## src/rtl/pcsRxPkg.sv

```systemverilog
package pcsRxPkg;

  localparam int CODE_W = 5;
  localparam int NIB_W  = 4;
  localparam int WIN_W  = 2 * CODE_W;

  // start-of-stream pair, earliest bit in the MSB
  localparam logic [WIN_W-1:0] SSD_PAIR = 10'b11000_10001;

  typedef enum logic [2:0] {
    GK_DATA,
    GK_T,
    GK_R,
    GK_IDLE,
    GK_BAD
  } groupKindT;

  typedef struct packed {
    logic emitPre;
    logic emitData;
    logic endFrame;
    logic raiseErr;
    logic raiseFalse;
    logic startCnt;
  } rxCmdT;

  typedef struct packed {
    logic      carrierHit;
    logic      ssdMatch;
    logic      groupReady;
    groupKindT kind;
  } rxStatT;

endpackage

```

## src/rtl/pcsRxDecode.sv

```systemverilog
module pcsRxDecode
  import pcsRxPkg::*;
(
  input  logic [CODE_W-1:0] code,
  output groupKindT         kind,
  output logic [NIB_W-1:0]  nib
);

  always_comb begin
    kind = GK_DATA;
    nib  = '0;
    case (code)
      5'b11110: nib = 4'h0;
      5'b01001: nib = 4'h1;
      5'b10100: nib = 4'h2;
      5'b10101: nib = 4'h3;
      5'b01010: nib = 4'h4;
      5'b01011: nib = 4'h5;
      5'b01110: nib = 4'h6;
      5'b01111: nib = 4'h7;
      5'b10010: nib = 4'h8;
      5'b10011: nib = 4'h9;
      5'b10110: nib = 4'hA;
      5'b10111: nib = 4'hB;
      5'b11010: nib = 4'hC;
      5'b11011: nib = 4'hD;
      5'b11100: nib = 4'hE;
      5'b11101: nib = 4'hF;
      5'b01101: kind = GK_T;
      5'b00111: kind = GK_R;
      5'b11111: kind = GK_IDLE;
      default:  kind = GK_BAD;
    endcase
  end

endmodule

```

## src/rtl/pcsRxPath.sv

```systemverilog
module pcsRxPath
  import pcsRxPkg::*;
#(
  parameter logic [NIB_W-1:0] PRE_NIBBLE = 4'h5
) (
  input  logic             clk,
  input  logic             rstN,
  input  logic             rxBit,
  input  rxCmdT            cmd,
  output rxStatT           stat,
  output logic [NIB_W-1:0] rxData,
  output logic             rxStb,
  output logic             rxDv,
  output logic             rxErr,
  output logic             falseCarrier
);

  localparam int CNT_W = $clog2(CODE_W);
  localparam logic [CNT_W-1:0] CNT_LAST = CNT_W'(CODE_W - 1);

  logic [WIN_W-1:0] hist;
  logic [CNT_W-1:0] bitCnt;
  logic             seenOne;
  logic             laterZero;
  groupKindT        kindNow;
  logic [NIB_W-1:0] nibNow;

  // second zero separated from the first by at least one one
  always_comb begin
    seenOne   = 1'b0;
    laterZero = 1'b0;
    for (int i = WIN_W - 4; i >= 0; i--) begin
      if (hist[i]) seenOne = 1'b1;
      else if (seenOne) laterZero = 1'b1;
    end
  end

  pcsRxDecode u_decode (
    .code (hist[CODE_W-1:0]),
    .kind (kindNow),
    .nib  (nibNow)
  );

  always_comb begin
    stat.carrierHit = hist[WIN_W-1] & hist[WIN_W-2] & ~hist[WIN_W-3] & laterZero;
    stat.ssdMatch   = (hist == SSD_PAIR);
    stat.groupReady = (bitCnt == CNT_LAST);
    stat.kind       = kindNow;
  end

  always_ff @(posedge clk) begin
    if (!rstN) begin
      hist         <= '1;
      bitCnt       <= '0;
      rxData       <= '0;
      rxStb        <= 1'b0;
      rxDv         <= 1'b0;
      rxErr        <= 1'b0;
      falseCarrier <= 1'b0;
    end else begin
      if (cmd.endFrame || cmd.raiseFalse) hist <= {{(WIN_W-1){1'b1}}, rxBit};
      else                                hist <= {hist[WIN_W-2:0], rxBit};

      if (cmd.startCnt || bitCnt == CNT_LAST) bitCnt <= '0;
      else                                    bitCnt <= bitCnt + 1'b1;

      rxStb <= cmd.emitPre | cmd.emitData;
      if (cmd.emitPre)       rxData <= PRE_NIBBLE;
      else if (cmd.emitData) rxData <= nibNow;

      if (cmd.emitPre)       rxDv <= 1'b1;
      else if (cmd.endFrame) rxDv <= 1'b0;

      rxErr        <= cmd.raiseErr;
      falseCarrier <= cmd.raiseFalse;
    end
  end


  stb_needs_dv_chk: assert property (@(posedge clk) disable iff (!rstN)
    rxStb |-> rxDv);


  pre_first_chk: assert property (@(posedge clk) disable iff (!rstN)
    $rose(rxDv) |-> (rxStb && rxData == PRE_NIBBLE));


  pre_second_chk: assert property (@(posedge clk) disable iff (!rstN)
    $rose(rxDv) |=> (rxStb && rxDv && rxData == PRE_NIBBLE));


  false_carrier_idle_chk: assert property (@(posedge clk) disable iff (!rstN)
    falseCarrier |-> (!rxDv && !$past(rxDv) && !rxErr));


  err_ends_frame_chk: assert property (@(posedge clk) disable iff (!rstN)
    rxErr |-> (!rxDv && $past(rxDv) && !rxStb));

endmodule

```

## src/rtl/pcsRxCtrl.sv

```systemverilog
module pcsRxCtrl
  import pcsRxPkg::*;
(
  input  logic   clk,
  input  logic   rstN,
  input  rxStatT stat,
  output rxCmdT  cmd
);

  typedef enum logic [1:0] {
    ST_HUNT,
    ST_PRE,
    ST_DATA,
    ST_TAIL
  } stateT;

  stateT state;
  stateT nextState;

  always_comb begin
    cmd       = '0;
    nextState = state;
    case (state)
      ST_HUNT: begin
        if (stat.carrierHit) begin
          if (stat.ssdMatch) begin
            cmd.emitPre  = 1'b1;
            cmd.startCnt = 1'b1;
            nextState    = ST_PRE;
          end else begin
            cmd.raiseFalse = 1'b1;
          end
        end
      end
      ST_PRE: begin
        cmd.emitPre = 1'b1;
        nextState   = ST_DATA;
      end
      ST_DATA: begin
        if (stat.groupReady) begin
          case (stat.kind)
            GK_DATA: cmd.emitData = 1'b1;
            GK_T:    nextState = ST_TAIL;
            default: begin
              cmd.raiseErr = 1'b1;
              cmd.endFrame = 1'b1;
              nextState    = ST_HUNT;
            end
          endcase
        end
      end
      ST_TAIL: begin
        if (stat.groupReady) begin
          cmd.endFrame = 1'b1;
          cmd.raiseErr = (stat.kind != GK_R);
          nextState    = ST_HUNT;
        end
      end
      default: nextState = ST_HUNT;
    endcase
  end

  always_ff @(posedge clk) begin
    if (!rstN) state <= ST_HUNT;
    else       state <= nextState;
  end


  tail_after_t_chk: assert property (@(posedge clk) disable iff (!rstN)
    (state == ST_DATA && stat.groupReady && stat.kind == GK_T) |=> (state == ST_TAIL));


  hunt_stays_on_false_chk: assert property (@(posedge clk) disable iff (!rstN)
    cmd.raiseFalse |=> (state == ST_HUNT));

endmodule

```

## src/rtl/pcsRxTop.sv

```systemverilog
module pcsRxTop
  import pcsRxPkg::*;
#(
  parameter logic [3:0] PRE_NIBBLE = 4'h5
) (
  input  logic       clk,
  input  logic       rstN,
  input  logic       rxBit,
  output logic [3:0] rxData,
  output logic       rxStb,
  output logic       rxDv,
  output logic       rxErr,
  output logic       falseCarrier
);

  rxCmdT  cmd;
  rxStatT stat;

  pcsRxCtrl u_ctrl (
    .clk  (clk),
    .rstN (rstN),
    .stat (stat),
    .cmd  (cmd)
  );

  pcsRxPath #(
    .PRE_NIBBLE (PRE_NIBBLE)
  ) u_path (
    .clk          (clk),
    .rstN         (rstN),
    .rxBit        (rxBit),
    .cmd          (cmd),
    .stat         (stat),
    .rxData       (rxData),
    .rxStb        (rxStb),
    .rxDv         (rxDv),
    .rxErr        (rxErr),
    .falseCarrier (falseCarrier)
  );

endmodule

```

## config.mk

```make
export PLATFORM = sky130hd
export DESIGN_NAME = pcsRxTop
export DESIGN_NICKNAME = d
export VERILOG_FILES = /design/src/rtl/pcsRxPkg.sv /design/src/rtl/pcsRxDecode.sv /design/src/rtl/pcsRxPath.sv /design/src/rtl/pcsRxCtrl.sv /design/src/rtl/pcsRxTop.sv
export SDC_FILE = /design/constraint.sdc
export NUM_CORES = 1
export LEC_CHECK = 0
export ABC_AREA = 1
export CORE_ASPECT_RATIO = 0.9
export CORE_UTILIZATION = 30
export DETAILED_ROUTE_END_ITERATION = 12
export GPL_TIMING_DRIVEN = 0
export PLACE_DENSITY = 0.47
export SLEW_MARGIN = 5
export SYNTH_ARGS = -nofsm -noshare
export SYNTH_HDL_FRONTEND = slang
export SYNTH_SLANG_ARGS = --single-unit
```

## constraint.sdc

```tcl
create_clock -name clk -period 1.25 [get_ports clk]
set_input_delay 0.125 -clock clk [delete_from_list [all_inputs] [get_ports clk]]
set_output_delay 0.125 -clock clk [all_outputs]
set_load 0.01 [all_outputs]
```

### After elaboration in Yosys (flattened, before gate mapping)

Index checks and enable logic that the tools add are counted.

| operators by class | value |
|---|---|
| bitwise gates (word level) | 6 |
| mux-type cells | 42 |
| reduce and logical (&&, ||, !) cells | 12 |
| eq/ne operators | 31 |
| add/sub/neg operators | 1 |

Operators by type and width:

| cell | number |
|---|---|
| 5-bit equality test (second input constant) | 12 |
| 4-bit one-hot mux with 15 select lines | 1 |
| 5-bit by 4-bit equality test with 1-bit output (second input constant) | 6 |
| 1-bit 2-to-1 mux | 25 |
| 2-bit 2-to-1 mux | 8 |
| 16-bit OR reduction | 1 |
| 3-bit one-hot mux with 4 select lines | 1 |
| 10-bit equality test (second input constant) | 1 |
| 2-bit inequality test (second input constant) | 5 |
| 3-bit 2-to-1 mux | 3 |
| 2-bit one-hot mux with 2 select lines | 2 |
| 2-bit one-hot mux with 4 select lines | 1 |
| 2-bit OR reduction | 4 |
| 5-bit by 3-bit equality test with 1-bit output (second input constant) | 1 |
| 5-bit AND reduction | 1 |
| 2-bit equality test (second input constant) | 2 |
| 2-bit nonzero test | 2 |
| 3-bit by 1-bit adder with 3-bit output (second input constant) | 1 |
| 1-bit AND | 3 |
| 3-bit by 1-bit equality test with 1-bit output (second input constant) | 1 |
| 3-bit equality test (second input constant) | 1 |
| 3-bit zero test | 1 |
| 3-bit by 2-bit inequality test with 1-bit output (second input constant) | 1 |
| 2-bit by 1-bit equality test with 1-bit output (second input constant) | 1 |
| other kinds (5) | 7 |

| storage, ports and cells | value |
|---|---|
| output and inout bits | 8 |
| register bits | 23 |

### Depth between registers and ports, before layout

Gate-level depths: netlist (run 1).

| depth | value |
|---|---|
| word-level depth | 18 |
| gate-level depth with buffers | 11 |
| gate-level depth less buffers | 10 |

### Hierarchy

A second synthesis (run 1) with hierarchy kept.

| second synthesis, totals | value |
|---|---|
| cells, all modules | 187 |
| area, all modules | 1199.9 um^2 |

By module, submodules not included:

| module | area an instance (um^2) | instances | cells an instance |
|---|---|---|---|
| pcsRxPath | 742.0 | 1 | 93 |
| pcsRxDecode | 246.5 | 1 | 56 |
| pcsRxCtrl | 211.5 | 1 | 38 |

### Worst setup path after synthesis (run 1)

Ideal clock, no wire load.

| timing | value |
|---|---|
| path kind | register to register |
| start | register u_path.hist[4] |
| end | register u_path.hist[8] |
| stages on the path, launching flop included | 10 |
| arrival | 1.226 ns |
| slack | -0.106 ns |
| buffers on the path | 2 |
| period minus slack after synthesis | 1.356 ns |
| setup time | 0.129 ns |
| path through | dfxtp_1 buf_4 inv_2 buf_6 nor3_2 nand3_1 inv_2 nor2_2 a31oi_4 nand3b_1 |

| between the ends | value |
|---|---|
| cells in the longest elaborated chain, start to end | 14 |

RTL lines:

| item | RTL line | source |
|---|---|---|
| start: declaration | pcsRxPath.sv:21 | `logic [WIN_W-1:0] hist;` |
| start signal: assignment | pcsRxPath.sv:61 | `if (cmd.endFrame \|\| cmd.raiseFalse) hist <= {{(WIN_W-1){1'b1}}, rxBit};` |
| start signal: assignment | pcsRxPath.sv:62 | `else hist <= {hist[WIN_W-2:0], rxBit};` |
| branches (longest 12 deep; another with 16-bit OR reduction) | n/a |  |
| 1-bit logical OR (*) | pcsRxPath.sv:61 |  |
| 2-bit OR reduction (no line) (*) | n/a |  |

Mark *: on every way between the ends.
A chain may end at the register's enable or synchronous reset.

### Final worst setup path (run 1)

| timing | value |
|---|---|
| start | register u_path.hist[2] |
| end | register u_path.hist[5] |

| between the ends | value |
|---|---|
| cells in the longest elaborated chain, start to end | 10 |

RTL lines:

| item | RTL line | source |
|---|---|---|
| 5-bit equality test (tied with other cells) | pcsRxDecode.sv:12 | `case (code)` |
| 16-bit OR reduction (no line) or 1-bit 2-to-1 mux (tied branches) | n/a |  |
| 3-bit one-hot mux with 4 select lines or 1-bit 2-to-1 mux (tied branches) | pcsRxDecode.sv:12, pcsRxPath.sv:33 |  |
| 3-bit by 1-bit equality test with 1-bit output (tied with other cells) | pcsRxCtrl.sv:41 | `case (stat.kind)` |
| 2-bit OR reduction (no line) or 1-bit 2-to-1 mux (tied branches) | n/a |  |
| 2-bit 2-to-1 mux or 1-bit AND (tied branches) | pcsRxCtrl.sv:41, pcsRxPath.sv:45 |  |
| 3-bit 2-to-1 mux or 2-bit 2-to-1 mux (tied branches) | pcsRxCtrl.sv:40, pcsRxCtrl.sv:25 |  |
| 2-bit one-hot mux with 2 select lines or 2-bit 2-to-1 mux (tied branches) | pcsRxCtrl.sv:23 | `case (state)` |
| 1-bit logical OR (*) | pcsRxPath.sv:61 |  |
| 2-bit OR reduction (no line) (*) | n/a |  |

Every way passes the cells marked *; elsewhere a longest branch is shown, timed or not.

==> results of run 1 <==
-- worst max-delay path: cells and delay by family, from the launching register on --
kind	cells	cell delay [ps]
AO/OA/AOI/OAI	1	230
flip-flops	1	410
buffers and inverters	2	210
AND/OR/NAND/NOR	4	490
-- power groups by stage --
stage | registers (mW) | logic [mW] | clock network (mW)
6_report | 0.789 | 0.319 | 0.492
5_1_grt | 0.794 | 0.351 | 0.537
3_3_place_gp | 0.804 | 0.231 | 0
3_5_place_dp | 0.806 | 0.234 | 0
4_1_cts | 0.789 | 0.268 | 0.504
2_1_floorplan | 0.806 | 0.168 | 0
-- kinds of logic (layout without fill, tap and decap cells) --
family,after synthesis,after routing,share of synthesized area
AND/OR/NAND/NOR,90,90,0.376
buffers and inverters,28,54,0.105
flip-flops,23,23,0.377
AO/OA/AOI/OAI,20,21,0.115
adder cells (fa/ha/maj),2,2,0.0205
XOR/XNOR,1,1,0.00717
-- repair_timing --
item,CTS,global route
cloned,1,0
resized for setup,23,54
setup endpoints to repair,27,24
setup buffers,7,6
pin swaps,13,16
-- worst max-delay path by stage --
stage / start / endpoint / slack (ps) / cells past startpoint
global placement: rstN / u_path.hist[7] / -410 / 4
floorplan: u_path.hist[4] / u_path.rxData[2] / -90 / 11
global route: u_path.hist[3] / u_path.rxData[2] / -300 / 11
CTS: u_path.hist[4] / u_path.hist[4] / -270 / 9
finish: u_path.hist[2] / u_path.hist[5] / -220 / 7
detailed placement: rstN / u_path.hist[5] / -450 / 4
-- stage by stage --
stage               instance area, µm²  total power [mW]  std cells   util  setup TNS (ps)
CTS                               1570              1.56        232  0.411           -4550
floorplan                         1240             0.974        164      -           -1120
global route                      1790              1.68        237  0.470           -5310
detailed placement                1400              1.04        220  0.367           -6350
finish                            1790              1.60        237  0.470           -3520
global placement                  1400              1.04        220  0.367           -6070
-- synth_stat cells --
cell                       instances
sky130_fd_sc_hd__a21boi_2          1
sky130_fd_sc_hd__a21oi_1           7
sky130_fd_sc_hd__a21oi_2           1
sky130_fd_sc_hd__a31oi_4           1
sky130_fd_sc_hd__buf_4             2
sky130_fd_sc_hd__buf_6             2
sky130_fd_sc_hd__clkinv_1          1
sky130_fd_sc_hd__dfxtp_1          23
sky130_fd_sc_hd__ha_1              2
sky130_fd_sc_hd__inv_1            16
sky130_fd_sc_hd__inv_2             7
sky130_fd_sc_hd__nand2_1          26
sky130_fd_sc_hd__nand2_2           4
sky130_fd_sc_hd__nand3_1          18
sky130_fd_sc_hd__nand3_2           3
sky130_fd_sc_hd__nand3_4           1
sky130_fd_sc_hd__nand3b_1          2
sky130_fd_sc_hd__nand4_1           7
sky130_fd_sc_hd__nor2_1           19
sky130_fd_sc_hd__nor2_2            5
sky130_fd_sc_hd__nor2_4            1
sky130_fd_sc_hd__nor3_1            2
sky130_fd_sc_hd__nor3_2            1
sky130_fd_sc_hd__o211ai_1          2
sky130_fd_sc_hd__o21a_2            1
sky130_fd_sc_hd__o21ai_0           4
sky130_fd_sc_hd__o21ai_1           1
sky130_fd_sc_hd__o21ai_2           1
sky130_fd_sc_hd__o22ai_1           1
sky130_fd_sc_hd__or2_2             1
sky130_fd_sc_hd__xnor2_1           1
-- cell usage in the layout, fill, tap and decap left out, drive strengths merged, types with 2 or more instances in the layout --
cell type | synthesis | final
a21oi | 8 | 8
a31oi | 1 | 2
buf | 4 | 16
clkbuf | 0 | 3
clkdlybuf4s50 | 0 | 2
dfxtp | 23 | 23
dlygate4sd2 | 0 | 6
dlymetal6s2s | 0 | 2
ha | 2 | 2
inv | 23 | 23
nand2 | 30 | 30
nand3 | 22 | 22
nand3b | 2 | 2
nand4 | 7 | 7
nor2 | 25 | 25
nor3 | 3 | 3
o211ai | 2 | 2
o21ai | 6 | 6
-- routing by layer --
layer  up-vias  part of all wire  GRT usage
met5         -                 0          0
met4         0             0.015     0.0383
met3         4             0.029     0.0339
met2        19              0.47      0.238
met1       531              0.49      0.172
li1        598                 -          -
-- registers in the layout (all words and copies together), names as in the netlist --
| register | flops |
|---|---|
| u_path.bitCnt | 3 |
| u_path.rxStb | 1 |
| u_path.hist | 10 |
| u_path.falseCarrier | 1 |
| u_ctrl.state | 2 |
| u_path.rxErr | 1 |
| u_path.rxDv | 1 |
| u_path.rxData | 4 |
-- layout make-up --
type                       count  area, µm²  share of cell area
tap                           46       57.6              0.0322
clock buffer                   3       41.3              0.0231
clock inverter                 1       7.51             0.00420
timing repair buffer          23        210               0.117
inverter                      24        101              0.0566
buffer                         3       45.0              0.0252
sequential                    23        474               0.265
multi-input combinational    114        852               0.476
==> impl_metrics.prom, run 1 <==
# TYPE chip_impl_metric gauge
chip_impl_info{name="outcome",value="finished with violations"} 1
chip_impl_info{name="violations",value="setup timing"} 1
chip_impl_metric{name="worst-endpoint-arrival",unit="ps"} 1620
chip_impl_metric{name="reg2reg_depth",unit=""} 7
chip_impl_metric{name="numCtsBuffers",unit=""} 3
chip_impl_info{name="slowest_stage",value="sky130_fd_sc_hd__dfxtp_4"} 1
chip_impl_metric{name="power_frac_comb",unit=""} 0.199
chip_impl_metric{name="timing.critical_path.slowest_cell_delay",unit="ps"} 410
chip_impl_info{name="buffer_type_at_the_clock_tree_root",value="sky130_fd_sc_hd__clkbuf_8"} 1
chip_impl_metric{name="half_perimeter_wire_length_after_placement",unit="µm"} 1930
chip_impl_metric{name="detailedPlace.worstSlack",unit="ps"} -447
chip_impl_metric{name="max_clock_freq",unit="MHz"} 679
chip_impl_metric{name="post-route-drc-count",unit=""} 0
chip_impl_metric{name="power_frac_seq",unit=""} 0.493
chip_impl_info{name="synth_largest_area_cell",value="sky130_fd_sc_hd__dfxtp_1"} 1
chip_impl_metric{name="cells_after_synthesis",unit=""} 164
chip_impl_metric{name="initial_utilization",unit=""} 0.321
chip_impl_metric{name="grt_pass1_wl",unit="µm"} 4880
chip_impl_metric{name="clk-insertion-delay-late",unit="ps"} 270
chip_impl_metric{name="path_clk_slew",unit="ps"} 90
chip_impl_metric{name="num_antenna_cells",unit=""} 0
chip_impl_metric{name="net_switching_fraction_of_the_power",unit=""} 0.301
chip_impl_metric{name="io_pins",unit=""} 11
chip_impl_metric{name="timing.critical_path.fanout_max",unit=""} 6
chip_impl_info{name="timing.rr.end",value="u_path.hist[5]"} 1
chip_impl_metric{name="gr-total-overflow",unit=""} 0
chip_impl_metric{name="core_box_area",unit="µm²"} 3810
chip_impl_metric{name="fp.dieH",unit="µm"} 62.5
chip_impl_info{name="timing.critical_path.from_type",value="flip-flop"} 1
chip_impl_metric{name="period_needed",unit="ps"} 1470
chip_impl_metric{name="drt-initial-drc-count",unit=""} 77
chip_impl_metric{name="drt-wirelength-per-cell",unit="µm"} 12.6
chip_impl_metric{name="count_of_endpoints_failing_hold_in_the_final_timing_report",unit=""} 0
chip_impl_metric{name="grt_antenna_before_repair",unit=""} 0
chip_impl_info{name="rsz0062_at_grt",value="yes"} 1
chip_impl_info{name="post_synth_main_area_contributors",value="sky130_fd_sc_hd__dfxtp_1 38%, sky130_fd_sc_hd__nand2_1 8.0%, sky130_fd_sc_hd__nand3_1 7.4%, sky130_fd_sc_hd__nor2_1 5.8%, sky130_fd_sc_hd__inv_1 4.9%"} 1
chip_impl_metric{name="cts.sinks",unit=""} 23
chip_impl_metric{name="ys.warnings.count",unit=""} 0
chip_impl_metric{name="vias_per_cell",unit=""} 4.86
chip_impl_metric{name="maxSlewViolCount",unit=""} 0
chip_impl_info{name="timing.critical_path.to_type",value="flip-flop"} 1
chip_impl_metric{name="drt_pre_antenna_iters",unit=""} 4
chip_impl_metric{name="detailroute.via_count",unit=""} 1152
chip_impl_metric{name="n_fill_cell",unit=""} 375
chip_impl_metric{name="hold_buffers",unit=""} 0
chip_impl_metric{name="syn_avg_cell_area",unit="µm²"} 7.45
chip_impl_metric{name="first_global_vias",unit=""} 1082
chip_impl_metric{name="holdWs",unit="ps"} 421
chip_impl_metric{name="synth-seq-cells",unit=""} 23
chip_impl_metric{name="setup.reg_to_reg.worst_slack",unit="ps"} -220
chip_impl_metric{name="critPathRequiredTime",unit="ps"} 1400
chip_impl_info{name="crit_path_cell_trace",value="buf_6 > nor3_4 > nand3_2 > inv_2 > nor2_4 > a31oi_4 > nand3_1"} 1
chip_impl_metric{name="internal_power",unit="mW"} 1.12
chip_impl_metric{name="synthDominantCellAreaShare",unit=""} 0.377
chip_impl_metric{name="power-per-cell-area",unit="nW/µm²"} 894
chip_impl_metric{name="fraction_of_the_yosys_area_taken_by_sequential_cells",unit=""} 0.377
chip_impl_metric{name="post-route-worst-setup-slack",unit="ps"} -222
chip_impl_metric{name="tightestPinTransition",unit="ps"} 347
chip_impl_info{name="crit-reg2reg-launch",value="u_path.hist[2]"} 1
chip_impl_metric{name="worst_slew_margin_relative_to_its_limit",unit=""} 0.766
chip_impl_metric{name="grt_usage",unit=""} 0.139
chip_impl_info{name="worst_hold_startpoint",value="rxBit"} 1
chip_impl_info{name="tritoncts",value="built"} 1
chip_impl_metric{name="antenna_left",unit=""} 0
chip_impl_metric{name="worst_clock_skew",unit="ps"} 7.36
chip_impl_metric{name="final_layout_size_suffix_gt1_frac",unit=""} 0.476
chip_impl_metric{name="total_leakage_power",unit="nW"} 0.789
chip_impl_info{name="min_to",value="u_path.hist[0]"} 1
chip_impl_metric{name="die_width",unit="µm"} 69.3
chip_impl_metric{name="nets",unit=""} 197
chip_impl_info{name="path_class",value="flip-flop to flip-flop"} 1
chip_impl_metric{name="finalSetupViolations",unit=""} 22
chip_impl_metric{name="ir_worst_vdd",unit="mV"} 0.686
chip_impl_info{name="min-delay-path-class",value="input pin to flip-flop"} 1
chip_impl_metric{name="net-switching-power",unit="mW"} 0.482
chip_impl_metric{name="postRouteWirelength",unit="µm"} 2980
chip_impl_metric{name="power_frac_clock",unit=""} 0.307
chip_impl_metric{name="placement_rows",unit=""} 21
chip_impl_metric{name="maxCapViolCount",unit=""} 0
chip_impl_metric{name="netlist-cell-type-count",unit=""} 31
chip_impl_metric{name="globalplace.congestion",unit=""} 0.822
chip_impl_metric{name="mappedNetlistNets",unit=""} 169
chip_impl_metric{name="grt_start_max_net_pins",unit=""} 15
chip_impl_metric{name="die_area",unit="µm²"} 4330
chip_impl_metric{name="place.port_buffers",unit=""} 10
chip_impl_metric{name="area_delta_synth_final",unit="%"} 46.5
chip_impl_metric{name="post-route-period-util",unit=""} 1.18
chip_impl_metric{name="hold_path_depth",unit=""} 2
chip_impl_metric{name="cts_h_tree_depth",unit=""} 1
chip_impl_metric{name="maximum_clock_insertion_buffer_count",unit=""} 2
chip_impl_metric{name="netlist_area",unit="µm²"} 1220
Power figures use the tool's default switching activity.
==> run 2: changes to the inputs <==
GPL_TIMING_DRIVEN = unset   (was 0)
==> run 2 against run 1 <==
Net effect:
- the run still ends with setup timing left
- critical path depth grew 1
- largest power group unchanged
- setup slack gained 54 ps
- critical endpoint is now u_path.rxData[2]
- wire length grew 3.8%
- register-to-register slack gained 50 ps
- via count grew 5.6%
- combinational power grew 4%
- sequential cell count is the same
- clock skew shrank 2.3 ps
==> impl_metrics.prom, run 2 (synthesis gave the netlist of run 1 again) <==
# TYPE chip_impl_metric gauge
chip_impl_info{name="outcome",value="finished with violations"} 1
chip_impl_info{name="violations",value="setup timing"} 1
chip_impl_metric{name="first_global_vias",unit=""} 1232
chip_impl_metric{name="grt_start_max_net_pins",unit=""} 15
chip_impl_metric{name="maxCapViolCount",unit=""} 0
chip_impl_metric{name="vias_per_cell",unit=""} 4.74
chip_impl_metric{name="max_clock_freq",unit="MHz"} 706
chip_impl_metric{name="period_needed",unit="ps"} 1420
chip_impl_metric{name="drt-initial-drc-count",unit=""} 46
chip_impl_metric{name="num_antenna_cells",unit=""} 0
chip_impl_metric{name="gr-total-overflow",unit=""} 0
chip_impl_metric{name="reg2reg_depth",unit=""} 8
chip_impl_metric{name="drt_pre_antenna_iters",unit=""} 4
chip_impl_metric{name="post-route-drc-count",unit=""} 0
chip_impl_metric{name="io_pins",unit=""} 11
chip_impl_metric{name="die_width",unit="µm"} 69.3
chip_impl_info{name="timing.critical_path.from_type",value="flip-flop"} 1
chip_impl_info{name="min-delay-path-class",value="input pin to flip-flop"} 1
chip_impl_metric{name="grt_pass1_wl",unit="µm"} 5610
chip_impl_metric{name="area_delta_synth_final",unit="%"} 55.7
chip_impl_metric{name="post-route-worst-setup-slack",unit="ps"} -167
chip_impl_info{name="buffer_type_at_the_clock_tree_root",value="sky130_fd_sc_hd__clkbuf_8"} 1
chip_impl_metric{name="drt-wirelength-per-cell",unit="µm"} 12.1
chip_impl_metric{name="tightestPinTransition",unit="ps"} 268
chip_impl_info{name="largest_registers",value="u_path.hist (10), u_path.rxData (4), u_path.bitCnt (3)"} 1
chip_impl_metric{name="cts_h_tree_depth",unit=""} 1
chip_impl_metric{name="nets",unit=""} 217
chip_impl_metric{name="grt_antenna_before_repair",unit=""} 0
chip_impl_metric{name="fp.dieH",unit="µm"} 62.5
chip_impl_metric{name="postRouteWirelength",unit="µm"} 3100
chip_impl_info{name="timing.critical_path.to_type",value="flip-flop"} 1
chip_impl_metric{name="critical_path_depth",unit=""} 8
chip_impl_metric{name="total_leakage_power",unit="nW"} 0.880
chip_impl_metric{name="hold_path_depth",unit=""} 2
chip_impl_metric{name="antenna_left",unit=""} 0
chip_impl_metric{name="internal_power",unit="mW"} 1.13
chip_impl_metric{name="dpl.cell_count",unit=""} 248
chip_impl_metric{name="grt_usage",unit=""} 0.161
chip_impl_metric{name="final_layout_size_suffix_gt1_frac",unit=""} 0.498
chip_impl_info{name="path_class",value="flip-flop to flip-flop"} 1
chip_impl_metric{name="finalSetupViolations",unit=""} 21
chip_impl_metric{name="net_switching_fraction_of_the_power",unit=""} 0.297
chip_impl_metric{name="critPathRequiredTime",unit="ps"} 1420
chip_impl_metric{name="largest_reg_flops",unit=""} 10
chip_impl_metric{name="fin_cells",unit=""} 257
chip_impl_metric{name="power_frac_clock",unit=""} 0.303
chip_impl_metric{name="initial_utilization",unit=""} 0.321
chip_impl_info{name="layout_commonest_cell",value="sky130_fd_sc_hd__buf_4"} 1
chip_impl_metric{name="place.port_buffers",unit=""} 10
chip_impl_metric{name="core_box_area",unit="µm²"} 3810
chip_impl_info{name="rsz0062_at_grt",value="yes"} 1
chip_impl_metric{name="critPathBufInv",unit=""} 1
chip_impl_metric{name="die_area",unit="µm²"} 4330
chip_impl_metric{name="numCtsBuffers",unit=""} 3
chip_impl_metric{name="timing.critical_path.slowest_cell_delay",unit="ps"} 430
chip_impl_info{name="crit_path_cell_trace",value="inv_4 > nand2_2 > nor2_2 > nor2_1 > o21a_2 > nand3_4 > o21ai_1 > nor2_1"} 1
chip_impl_metric{name="power-per-cell-area",unit="nW/µm²"} 845
chip_impl_metric{name="clk-insertion-delay-late",unit="ps"} 270
chip_impl_metric{name="finalCoreUtilization",unit=""} 0.499
chip_impl_info{name="layout_common_cells",value="32 x sky130_fd_sc_hd__buf_4, 19 x sky130_fd_sc_hd__nand2_1, 18 x sky130_fd_sc_hd__dfxtp_1"} 1
chip_impl_metric{name="power_frac_comb",unit=""} 0.206
chip_impl_info{name="max_flop_register",value="u_path.hist"} 1
chip_impl_info{name="timing.critical_path.mode_cell",value="sky130_fd_sc_hd__nor2_1"} 1
chip_impl_metric{name="net-switching-power",unit="mW"} 0.478
chip_impl_metric{name="setup.reg_to_reg.worst_slack",unit="ps"} -170
chip_impl_metric{name="power_frac_seq",unit=""} 0.491
chip_impl_metric{name="holdWs",unit="ps"} 415
chip_impl_info{name="tritoncts",value="built"} 1
chip_impl_metric{name="post-route-period-util",unit=""} 1.13
chip_impl_metric{name="maximum_clock_insertion_buffer_count",unit=""} 2
chip_impl_metric{name="globalplace.congestion",unit=""} 0.797
chip_impl_metric{name="placement_rows",unit=""} 21
chip_impl_metric{name="worst_slew_margin_relative_to_its_limit",unit=""} 0.820
chip_impl_metric{name="path_clk_slew",unit="ps"} 90
chip_impl_metric{name="maxSlewViolCount",unit=""} 0
chip_impl_info{name="slowest_stage",value="sky130_fd_sc_hd__dfxtp_4"} 1
chip_impl_metric{name="half_perimeter_wire_length_after_placement",unit="µm"} 2210
chip_impl_metric{name="timing.critical_path.fanout_max",unit=""} 7
chip_impl_metric{name="cts.sinks",unit=""} 23
chip_impl_metric{name="worst_clock_skew",unit="ps"} 5.03
chip_impl_metric{name="count_of_endpoints_failing_hold_in_the_final_timing_report",unit=""} 0
chip_impl_metric{name="worst-endpoint-arrival",unit="ps"} 1590
chip_impl_info{name="critical_path_s_top_delay_family",value="flip-flops"} 1
chip_impl_metric{name="ir_worst_vdd",unit="mV"} 0.686
chip_impl_metric{name="detailroute.via_count",unit=""} 1217
chip_impl_metric{name="detailedPlace.worstSlack",unit="ps"} -256
==> run 2: power groups by stage <==
stage,Sequential [mW],Clock [mW],Combinational [mW]
finish,0.789,0.487,0.332
detailed placement,0.809,0,0.273
floorplan,0.806,0,0.168
global placement,0.807,0,0.270
global route,0.794,0.544,0.368
CTS,0.788,0.504,0.312
==> run 2: layout make-up <==
class	count	area, µm²
inverters	24	108
well taps	46	57.6
multi-input cells	114	826
clock buffers	3	41.3
fillers	353	1910
clock inverters	1	7.51
repair buffers	46	383
flip-flops and latches	23	479
==> run 2: worst register-to-register path: cells and delay by family, from the launching register on <==
kind	cells	cell delay [ps]
buffers and inverters	1	60
flip-flops	1	430
AND/OR/NAND/NOR	5	430
AO/OA/AOI/OAI	2	390
==> run 2: routing by layer <==
layer,GRT usage,wire length [µm]
met3,0.0339,78
met1,0.210,1470
met2,0.263,1520
met4,0.0536,36
met5,0,0
==> run 2: repair_timing <==
item,in CTS,in global routing
pin swaps,19,13
hold buffers,0,0
setup endpoints to repair,28,24
gates cloned,1,0
setup buffers,5,0
gates resized for setup,52,17
==> run 2: final timing paths <==
check,from,to
worst max-delay path,u_path.hist[1],u_path.rxData[2]
worst min register to register,u_path.rxData[3],u_path.rxData[3]
worst min-delay path,rxBit,u_path.hist[0]
worst max register to register,u_path.hist[1],u_path.rxData[2]
==> run 2: through the flow <==
stage,cell area [µm²],power [mW],setup TNS (ps)
final,1900,1.61,-2020
after global routing,1900,1.71,-4250
after CTS,1850,1.60,-1960
after detailed placement,1600,1.08,-4610
after global placement,1600,1.08,-4640
after floorplan,1240,0.974,-1120
